<file path="src/rtl/irq_dc_pkg.sv">
package irq_dc_pkg;

    // Per-channel state: bit 1 = in service, bit 0 = request pending
    typedef enum logic [1:0] {
        CH_IDLE      = 2'b00,
        CH_PEND      = 2'b01,
        CH_SERV      = 2'b10,
        CH_SERV_PEND = 2'b11
    } ch_state_e;

    // Acknowledge response held for one cycle
    typedef enum logic [1:0] {
        RSP_NONE = 2'b00,
        RSP_VEC  = 2'b01,
        RSP_BUSY = 2'b10,
        RSP_PASS = 2'b11
    } rsp_state_e;

endpackage

</file>
<file path="src/rtl/irq_dc_chan.sv">
module irq_dc_chan
    import irq_dc_pkg::*;
(
    input  logic clk,
    input  logic rst_n,
    input  logic set_i,
    input  logic clr_i,
    input  logic grant_i,
    input  logic release_i,
    output logic pend_o,
    output logic serv_o,
    output logic pend_nx_o,
    output logic serv_nx_o
);

    ch_state_e state_q;
    ch_state_e state_d;

    always_ff @(posedge clk) begin
        if (!rst_n) state_q <= CH_IDLE;
        else        state_q <= state_d;
    end

    // Set wins over clear, grant and release happening in the same cycle
    always_comb begin
        state_d = state_q;
        unique case (state_q)
            CH_IDLE: begin
                if (set_i) state_d = CH_PEND;
            end
            CH_PEND: begin
                if (grant_i)    state_d = set_i ? CH_SERV_PEND : CH_SERV;
                else if (set_i) state_d = CH_PEND;
                else if (clr_i) state_d = CH_IDLE;
            end
            CH_SERV: begin
                if (release_i)  state_d = set_i ? CH_PEND : CH_IDLE;
                else if (set_i) state_d = CH_SERV_PEND;
            end
            CH_SERV_PEND: begin
                if (release_i)  state_d = set_i ? CH_PEND : CH_IDLE;
                else if (set_i) state_d = CH_SERV_PEND;
                else if (clr_i) state_d = CH_SERV;
            end
            default: state_d = CH_IDLE;
        endcase
    end

    always_comb begin
        pend_o    = state_q[0];
        serv_o    = state_q[1];
        pend_nx_o = state_d[0];
        serv_nx_o = state_d[1];
    end

endmodule

</file>
<file path="src/rtl/irq_dc_scan.sv">
module irq_dc_scan #(
    parameter int N_CH = 4,
    localparam int CH_W = (N_CH > 1) ? $clog2(N_CH) : 1
) (
    input  logic [N_CH-1:0] pend_i,
    input  logic [N_CH-1:0] serv_i,
    output logic            hit_o,
    output logic [CH_W-1:0] hit_idx_o,
    output logic            hit_serv_o,
    output logic            svc_any_o,
    output logic [CH_W-1:0] svc_idx_o
);

    // Scan high to low so the lowest index (highest priority) is kept
    always_comb begin
        hit_o      = 1'b0;
        hit_idx_o  = '0;
        hit_serv_o = 1'b0;
        svc_any_o  = 1'b0;
        svc_idx_o  = '0;
        for (int i = N_CH - 1; i >= 0; i--) begin
            if (pend_i[i] || serv_i[i]) begin
                hit_o      = 1'b1;
                hit_idx_o  = CH_W'(i);
                hit_serv_o = serv_i[i];
            end
            if (serv_i[i]) begin
                svc_any_o = 1'b1;
                svc_idx_o = CH_W'(i);
            end
        end
    end

endmodule

</file>
<file path="src/rtl/irq_daisy_ctrl.sv">
module irq_daisy_ctrl
    import irq_dc_pkg::*;
#(
    parameter int N_CH  = 4,
    parameter int VEC_W = 8
) (
    input  logic             clk,
    input  logic             rst_n,
    input  logic [N_CH-1:0]  req_set,
    input  logic [N_CH-1:0]  req_clr,
    input  logic             vec_wr,
    input  logic [VEC_W-1:0] vec_data,
    input  logic             iei,
    input  logic             ack,
    input  logic             reti,
    output logic             int_o,
    output logic             ieo,
    output logic [VEC_W-1:0] vec_out,
    output logic             vec_valid,
    output logic             ack_fwd,
    output logic             reti_fwd
);

    localparam int CH_W = (N_CH > 1) ? $clog2(N_CH) : 1;
    localparam int HI_W = VEC_W - 1 - CH_W;

    logic [N_CH-1:0] pend, serv, pend_nx, serv_nx;
    logic [N_CH-1:0] grant, rel;

    logic            cur_hit, cur_hit_serv, cur_svc_any;
    logic [CH_W-1:0] cur_hit_idx, cur_svc_idx;
    logic            nx_hit, nx_hit_serv, nx_svc_any;
    logic [CH_W-1:0] nx_idx_unused, nx_svc_idx_unused;

    logic [HI_W-1:0]  vec_hi_q;
    logic             vec_lo_unused;
    rsp_state_e       rsp_q, rsp_d;
    logic [VEC_W-1:0] vec_q, vec_d;
    logic             int_q, ieo_q, rfwd_q;

    assign vec_lo_unused = ^vec_data[VEC_W-HI_W-1:0];

    // Scan of the current state decides grants and releases
    irq_dc_scan #(.N_CH(N_CH)) u_scan_cur (
        .pend_i     (pend),
        .serv_i     (serv),
        .hit_o      (cur_hit),
        .hit_idx_o  (cur_hit_idx),
        .hit_serv_o (cur_hit_serv),
        .svc_any_o  (cur_svc_any),
        .svc_idx_o  (cur_svc_idx)
    );

    // Scan of the next state feeds the registered chain outputs
    irq_dc_scan #(.N_CH(N_CH)) u_scan_nx (
        .pend_i     (pend_nx),
        .serv_i     (serv_nx),
        .hit_o      (nx_hit),
        .hit_idx_o  (nx_idx_unused),
        .hit_serv_o (nx_hit_serv),
        .svc_any_o  (nx_svc_any),
        .svc_idx_o  (nx_svc_idx_unused)
    );

    generate
        for (genvar c = 0; c < N_CH; c++) begin : g_ch
            assign grant[c] = ack && cur_hit && !cur_hit_serv && (cur_hit_idx == CH_W'(c));
            assign rel[c]   = reti && !ack && cur_svc_any && (cur_svc_idx == CH_W'(c));

            irq_dc_chan u_chan (
                .clk       (clk),
                .rst_n     (rst_n),
                .set_i     (req_set[c]),
                .clr_i     (req_clr[c]),
                .grant_i   (grant[c]),
                .release_i (rel[c]),
                .pend_o    (pend[c]),
                .serv_o    (serv[c]),
                .pend_nx_o (pend_nx[c]),
                .serv_nx_o (serv_nx[c])
            );
        end
    endgenerate

    // Response next state
    always_comb begin
        rsp_d = RSP_NONE;
        vec_d = '1;
        if (ack) begin
            if (!cur_hit) begin
                rsp_d = RSP_PASS;
            end else if (cur_hit_serv) begin
                rsp_d = RSP_BUSY;
            end else begin
                rsp_d = RSP_VEC;
                vec_d = {vec_hi_q, cur_hit_idx, 1'b0};
            end
        end
    end

    // State register process
    always_ff @(posedge clk) begin
        if (!rst_n) begin
            rsp_q    <= RSP_NONE;
            vec_q    <= '1;
            vec_hi_q <= '0;
            int_q    <= 1'b0;
            ieo_q    <= 1'b1;
            rfwd_q   <= 1'b0;
        end else begin
            rsp_q  <= rsp_d;
            vec_q  <= vec_d;
            if (vec_wr) vec_hi_q <= vec_data[VEC_W-1 -: HI_W];
            int_q  <= iei && nx_hit && !nx_hit_serv;
            ieo_q  <= iei && !nx_svc_any;
            rfwd_q <= reti && !ack && !cur_svc_any;
        end
    end

    // Output process
    always_comb begin
        int_o     = int_q;
        ieo       = ieo_q;
        reti_fwd  = rfwd_q;
        vec_valid = 1'b0;
        ack_fwd   = 1'b0;
        vec_out   = '1;
        unique case (rsp_q)
            RSP_NONE: ;
            RSP_VEC: begin
                vec_valid = 1'b1;
                vec_out   = vec_q;
            end
            RSP_BUSY: vec_valid = 1'b1;
            RSP_PASS: ack_fwd = 1'b1;
            default: ;
        endcase
    end

endmodule

</file>
<file path="config.mk">
export PLATFORM = sky130hd
export DESIGN_NAME = irq_daisy_ctrl
export DESIGN_NICKNAME = d
export VERILOG_FILES = /design/src/rtl/irq_dc_pkg.sv /design/src/rtl/irq_dc_chan.sv /design/src/rtl/irq_dc_scan.sv /design/src/rtl/irq_daisy_ctrl.sv
export SDC_FILE = /design/constraint.sdc
export NUM_CORES = 1
export LEC_CHECK = 0
export ABC_AREA = 1
export BUFFER_PORTS_ARGS = -buffer_cell sky130_fd_sc_hd__buf_2
export CAP_MARGIN = 20
export CORE_MARGIN = 5
export CORE_UTILIZATION = 48
export DETAILED_ROUTE_END_ITERATION = 6
export HOLD_SLACK_MARGIN = 0.03
export PLACE_DENSITY = 0.82
export SYNTH_ARGS = -nofsm -noshare
export SYNTH_HDL_FRONTEND = slang
export SYNTH_HIERARCHICAL = 1
export SYNTH_SLANG_ARGS = --single-unit
export TNS_END_PERCENT = 20
</file>
<file path="constraint.sdc">
create_clock -name clk -period 1.95 [get_ports clk]
set_input_delay 0.39 -clock clk [delete_from_list [all_inputs] [get_ports clk]]
set_output_delay 0.39 -clock clk [all_outputs]
set_load 0.01 [all_outputs]
</file>
### Yosys cells after proc, flatten, opt, wreduce, memory -nomap -nowiden

Cells that the tools add are included.

* logic and storage cells: 160
* flip-flop bits (word level): 26
* input port bits: 22

* equal/unequal tests: 21
* bitwise gates (word level): 3
* muxes and demuxes: 86
* reductions and logical operators: 39

Operators with widths (count)
* 2-bit two-way mux: 46
* 1-bit two-way mux: 35
* 2-bit case mux with 4 select lines: 4
* 2-bit equality test, second input constant: 14
* 1-bit logical AND: 16
* 2-bit by 1-bit equality test with 1-bit output, second input constant: 7
* 2-bit zero test: 6
* 1-bit logical OR: 8
* 8-bit two-way mux: 1
* 1-bit zero test: 5
* 4-bit OR reduction: 1
* 1-bit NOT: 3
* 3-bit AND reduction: 1
* 2-bit AND reduction: 1
* 2-bit OR reduction: 1

### Depth between registers and ports, before layout

* depth after elaboration: 17
* mapped depth: 18
* gate-level depth less buffers: 18

### By module

The synthesis kept the hierarchy.

Modules (own cells, without submodules)
* irq_daisy_ctrl: cells an instance 110, times used 1, area an instance 793.3 um2
* irq_dc_chan at g_ch[1].u_chan ...: cells an instance 18, times used 3, area an instance 117.6 um2
* irq_dc_scan: cells an instance 28, times used 2, area an instance 123.9 um2
* irq_dc_chan at g_ch[0].u_chan: cells an instance 19, times used 1, area an instance 113.9 um2

### Worst setup path after synthesis

No wires, ideal clock.

* path type: reg-to-reg
* start: reg g_ch[2].u_chan.state_q[1]
* end: reg int_q (netlist: int_o)
* required time: 1.872 ns
* arrival time: 1.759 ns
* setup time: 0.078 ns
* buffers on the path: 0
* slack: 0.113 ns
* period minus slack after synthesis: 1.837 ns
* stages on the path, launching flop included: 15
* cell sequence: dfxtp_1 -> nor2_1 -> nand2_2 -> nand2_1 -> nor2_1 -> inv_2 -> nand3_2 -> nor2_1 -> nand3_1 -> nand2_1 -> nor2_1 -> nand2_2 -> nand2_1 -> nor2_1 -> nor3_1

* elaborated cells between the ends (all ways): 77

RTL lines
* from (decl): line irq_dc_chan.sv:16 `ch_state_e state_q;`
* from (signal assigned): line irq_dc_chan.sv:21 `else state_q <= state_d;`
* 1-bit two-way mux (*) (3 in series): line irq_dc_scan.sv:27 `if (serv_i[i]) begin`
* via cur_svc_any: line irq_daisy_ctrl.sv:30 `logic cur_hit, cur_hit_serv, cur_svc_any;`
* 1-bit logical AND (*) (2 in series): line irq_daisy_ctrl.sv:68 `assign rel[c] = reti && !ack && cur_svc_any && (cur_svc_idx == CH_W'(c));`
* 2-bit two-way mux, on equally long branches: line irq_dc_chan.sv:41, irq_dc_chan.sv:37
* 2-bit case mux with 4 select lines (*): line irq_dc_chan.sv:27 `unique case (state_q)`
* via serv_nx[2]: line irq_daisy_ctrl.sv:27 `logic [N_CH-1:0] pend, serv, pend_nx, serv_nx;`
* 1-bit logical OR: line irq_dc_scan.sv:22 `if (pend_i[i] || serv_i[i]) begin`
* 1-bit two-way mux (*) (3 in series): line irq_dc_scan.sv:22
* via nx_hit_serv: line irq_daisy_ctrl.sv:32 `logic nx_hit, nx_hit_serv, nx_svc_any;`
* 1-bit zero test (*): line irq_daisy_ctrl.sv:114 `int_q <= iei && nx_hit && !nx_hit_serv;`
* 1-bit logical AND (*): line irq_daisy_ctrl.sv:114
* to (signal assigned): line irq_daisy_ctrl.sv:114
* to (decl): line irq_daisy_ctrl.sv:39 `logic int_q, ieo_q, rfwd_q;`

The timed path passes the listed nets; every way through them passes the cells marked *.
A chain may end at the register's enable or synchronous reset.

### Worst setup path after layout

* start: reg g_ch[3].u_chan.state_q[1]
* end: reg int_q (netlist: int_o)

* word-level cells in the longest chain between the ends: 17
* elaborated cells between the ends (all ways): 82

Ends and longest elaborated chain
* from (decl): line irq_dc_chan.sv:16
* from (signal assigned): line irq_dc_chan.sv:21
* 1-bit logical OR: line irq_dc_scan.sv:22
* 1-bit two-way mux (4 in series): line irq_dc_scan.sv:22
* via cur_hit: line irq_daisy_ctrl.sv:30
* 1-bit logical AND (3 in series): line irq_daisy_ctrl.sv:67 `assign grant[c] = ack && cur_hit && !cur_hit_serv && (cur_hit_idx == CH_W'(c));`
* via grant[3]: line irq_daisy_ctrl.sv:28 `logic [N_CH-1:0] grant, rel;`
* 2-bit two-way mux: line irq_dc_chan.sv:32 `if (grant_i) state_d = set_i ? CH_SERV_PEND : CH_SERV;`
* 2-bit case mux with 4 select lines: line irq_dc_chan.sv:27
* via pend_nx[3]: line irq_daisy_ctrl.sv:27
* 1-bit logical OR: line irq_dc_scan.sv:22
* 1-bit two-way mux (4 in series): line irq_dc_scan.sv:22
* via nx_hit: line irq_daisy_ctrl.sv:32
* 1-bit logical AND (2 in series): line irq_daisy_ctrl.sv:114

The timed path passes the listed nets, and every way through them passes these cells.

==> impl_metrics.env <==
export IMPL_status="finished, final reports clean"
export IMPL_hold_viol=0
export IMPL_area_delta_synth_final_pct=23.04
export IMPL_criticalPathCategory="flop to flop"
export IMPL_min_path_cells=3
export IMPL_dieWidth_microns=65.37
export IMPL_r2r_slack_ns=0.11
export IMPL_root_buffer="clkbuf_4"
export IMPL_finalSetupViolCount=0
export IMPL_reg2regPathDepth=17
export IMPL_place_ws_ns=0.1070
export IMPL_syn_cell_area_sq_um=1471
export IMPL_cts_tree="built"
export IMPL_highest_layer="met3"
export IMPL_leakage_nw=0.9442
export IMPL_rows=20
export IMPL_hpwl_microns=2093
export IMPL_grt_first_pass_wirelength_microns=4409
export IMPL_rr_endpoint="int_o"
export IMPL_regToRegStartpoint="g_ch[3].u_chan/state_q[1]"
export IMPL_timing_fmax_mhz=542.7
export IMPL_slowest_stage="dfxtp_4"
export IMPL_max_slew_margin_pct=81.20
export IMPL_pwr_share_clk_pct=30.3
export IMPL_dpl_instance_area_sq_um=1654
export IMPL_num_vias=1329
export IMPL_core_sq_um=3003
export IMPL_hp_start="reti"
export IMPL_drt_iter0_drc=30
export IMPL_clkLatencyLatePin_ns=0.33
export IMPL_drive_gt1_share_pct=32.58
export IMPL_path_clk_slew_ns=0.15
export IMPL_holdWs_ns=0.2946
export IMPL_cp_end_kind="flop"
export IMPL_crit_top_cell="nand2_1"
export IMPL_cpPeakStageDelay_ns=0.39
export IMPL_num_nets_final=292
export IMPL_whs_endpoint="reti_fwd"
export IMPL_p_switching_mw=0.3422
export IMPL_setup_ws_ns=0.1073
export IMPL_p_comb_share_pct=21.9
export IMPL_ios=35
export IMPL_internal_power_mw=0.8765
export IMPL_wirelength_microns=2742
export IMPL_grt_pass1_vias=1107
export IMPL_syn_avg_cell_area_sq_um=6.342
export IMPL_drcViolationCount=0
export IMPL_worstMarginPinSlew_ns=0.2820
export IMPL_path_max_fanout=5
export IMPL_via_per_inst=4.430
export IMPL_detail_route_antenna_nets=0
export IMPL_grt_start_max_net_pins=16
export IMPL_initial_core_util_pct=49.00
export IMPL_dieArea_sq_um=4273
export IMPL_fin_skew_ns=0.01647
export IMPL_min_period_ns=1.843
export IMPL_antenna_found_initial=0
export IMPL_wl_met1_microns=1187
export IMPL_switching_share_pct=28.08
export IMPL_grt_use_total_pct=12.61
export IMPL_gp_congestion=0.8650
export IMPL_peakVddDrop_v=0.0003003
export IMPL_cts_buffer_depth=2
export IMPL_wl_met3_microns=148
export IMPL_portBuffers=31
export IMPL_dr_pass1_iters=5
export IMPL_diodes=0
export IMPL_maxCapViolations=0
export IMPL_dr_wl_met2_microns=1406
export IMPL_cts_buffers_inserted=3
export IMPL_die_h_microns=65.37
export IMPL_period_share_pct=94.50
export IMPL_cts_hold_buf=0
export IMPL_p_seq_share_pct=47.8
export IMPL_synth_warnings=6
export IMPL_startpoint_type="flop"
export IMPL_syn_inst=232
export IMPL_crit_chain="inv_1 -> nand2_2 -> inv_2 -> nand4_1 -> nand3_4 -> nor2_4 -> inv_2 -> nand2_1 -> nand2_1 -> nand2_2 -> nand2_1 -> clkinv_1 -> nand2_1 -> inv_1 -> nand4_1 -> nand2_1 -> nor3_2"
export IMPL_grt_overflow=0
export IMPL_critical_path_arrival_ns=2.10
export IMPL_cts_sinks=26
export IMPL_drv_slew=0
export IMPL_stdcell_area_sq_um=1810
export IMPL_routedWlPerCell_microns=9.140
export IMPL_syn_num_nets=256
export IMPL_hp_class="primary input to flop"
export IMPL_power_density_nw_per_um2=673.1
export IMPL_h_tree_depth=1
export IMPL_p_total_mw=1.219
export IMPL_required_ns=2.20
[power by group through the flow]
stage | Combinational [mW] | Sequential [mW] | Clock (mW)
2_1_floorplan | 0.174 | 0.594 | 0
3_3_place_gp | 0.228 | 0.595 | 0
3_5_place_dp | 0.232 | 0.596 | 0
4_1_cts | 0.233 | 0.584 | 0.377
5_1_grt | 0.302 | 0.588 | 0.406
6_report | 0.267 | 0.582 | 0.369
[state kept, by name, indices dropped and copies added, names as in the netlist]
register,cells
int_o,1
g_ch.u_chan/state_q,8
reti_fwd,1
rsp_q,2
vec_hi_q,5
ieo,1
vec_q,8
[worst max-delay path by stage]
stage          endpoint                 startpoint  slack [ns]  depth (start not counted)
2_1_floorplan     int_o  g_ch[2].u_chan/state_q[1]        0.12                         16
3_3_place_gp      int_o  g_ch[2].u_chan/state_q[0]        0.15                         15
4_1_cts           int_o  g_ch[2].u_chan/state_q[0]        0.05                         15
3_5_place_dp      int_o  g_ch[2].u_chan/state_q[0]        0.11                         15
6_report          int_o  g_ch[3].u_chan/state_q[1]        0.11                         17
5_1_grt           int_o  g_ch[1].u_chan/state_q[0]       -0.06                         15
[cells in the final DEF, fill, tap and decap left out, types with 6 or more instances in the layout]
master and count:
a21oi_2 6, nor2_1 25, buf_2 31, inv_2 10
a21oi_1 7, dfxtp_1 19, nand2_1 60, nor2_4 8
inv_1 45, nand2_2 7, nand3_1 8
[critical path: cells and delay by family (launching register included)]
kind	cells	cell delay, ns
simple gates	12	1.11
buf+inv	5	0.27
flops	1	0.39
[metal layers]
metal	global-route usage (%)	vias to the layer above
met3	2.393	0
met1	15.91	554
met5	0	-
li1	-	742
met4	2.332	0
met2	22.38	33
[area by class of cell]
| type | instances | area (sq um) |
|---|---|---|
| fill | 294 | 1192 |
| multi-input combinational | 142 | 768.2 |
| clock buffer | 3 | 22.52 |
| inverter | 61 | 231.5 |
| sequential | 26 | 539.3 |
| tap | 33 | 41.29 |
| timing repair buffer | 34 | 177.7 |
| clock inverter | 1 | 30.03 |
[per-stage QoR]
stage | std cells | util (%) | setup TNS [ns]
4_1_cts | 298 | 56.83 | 0
5_1_grt | 300 | 60.29 | -0.06370
2_1_floorplan | 232 | - | 0
6_report | 300 | 60.29 | 0
3_3_place_gp | 294 | 55.08 | 0
3_5_place_dp | 294 | 55.08 | 0
[timing repair]
item,4_1_cts,5_1_grt
gates resized for setup,0,32
endpoints found under the hold margin,0,0
setup endpoints to repair,0,2
buffers inserted,0,2
Power figures use the tool's default switching activity.
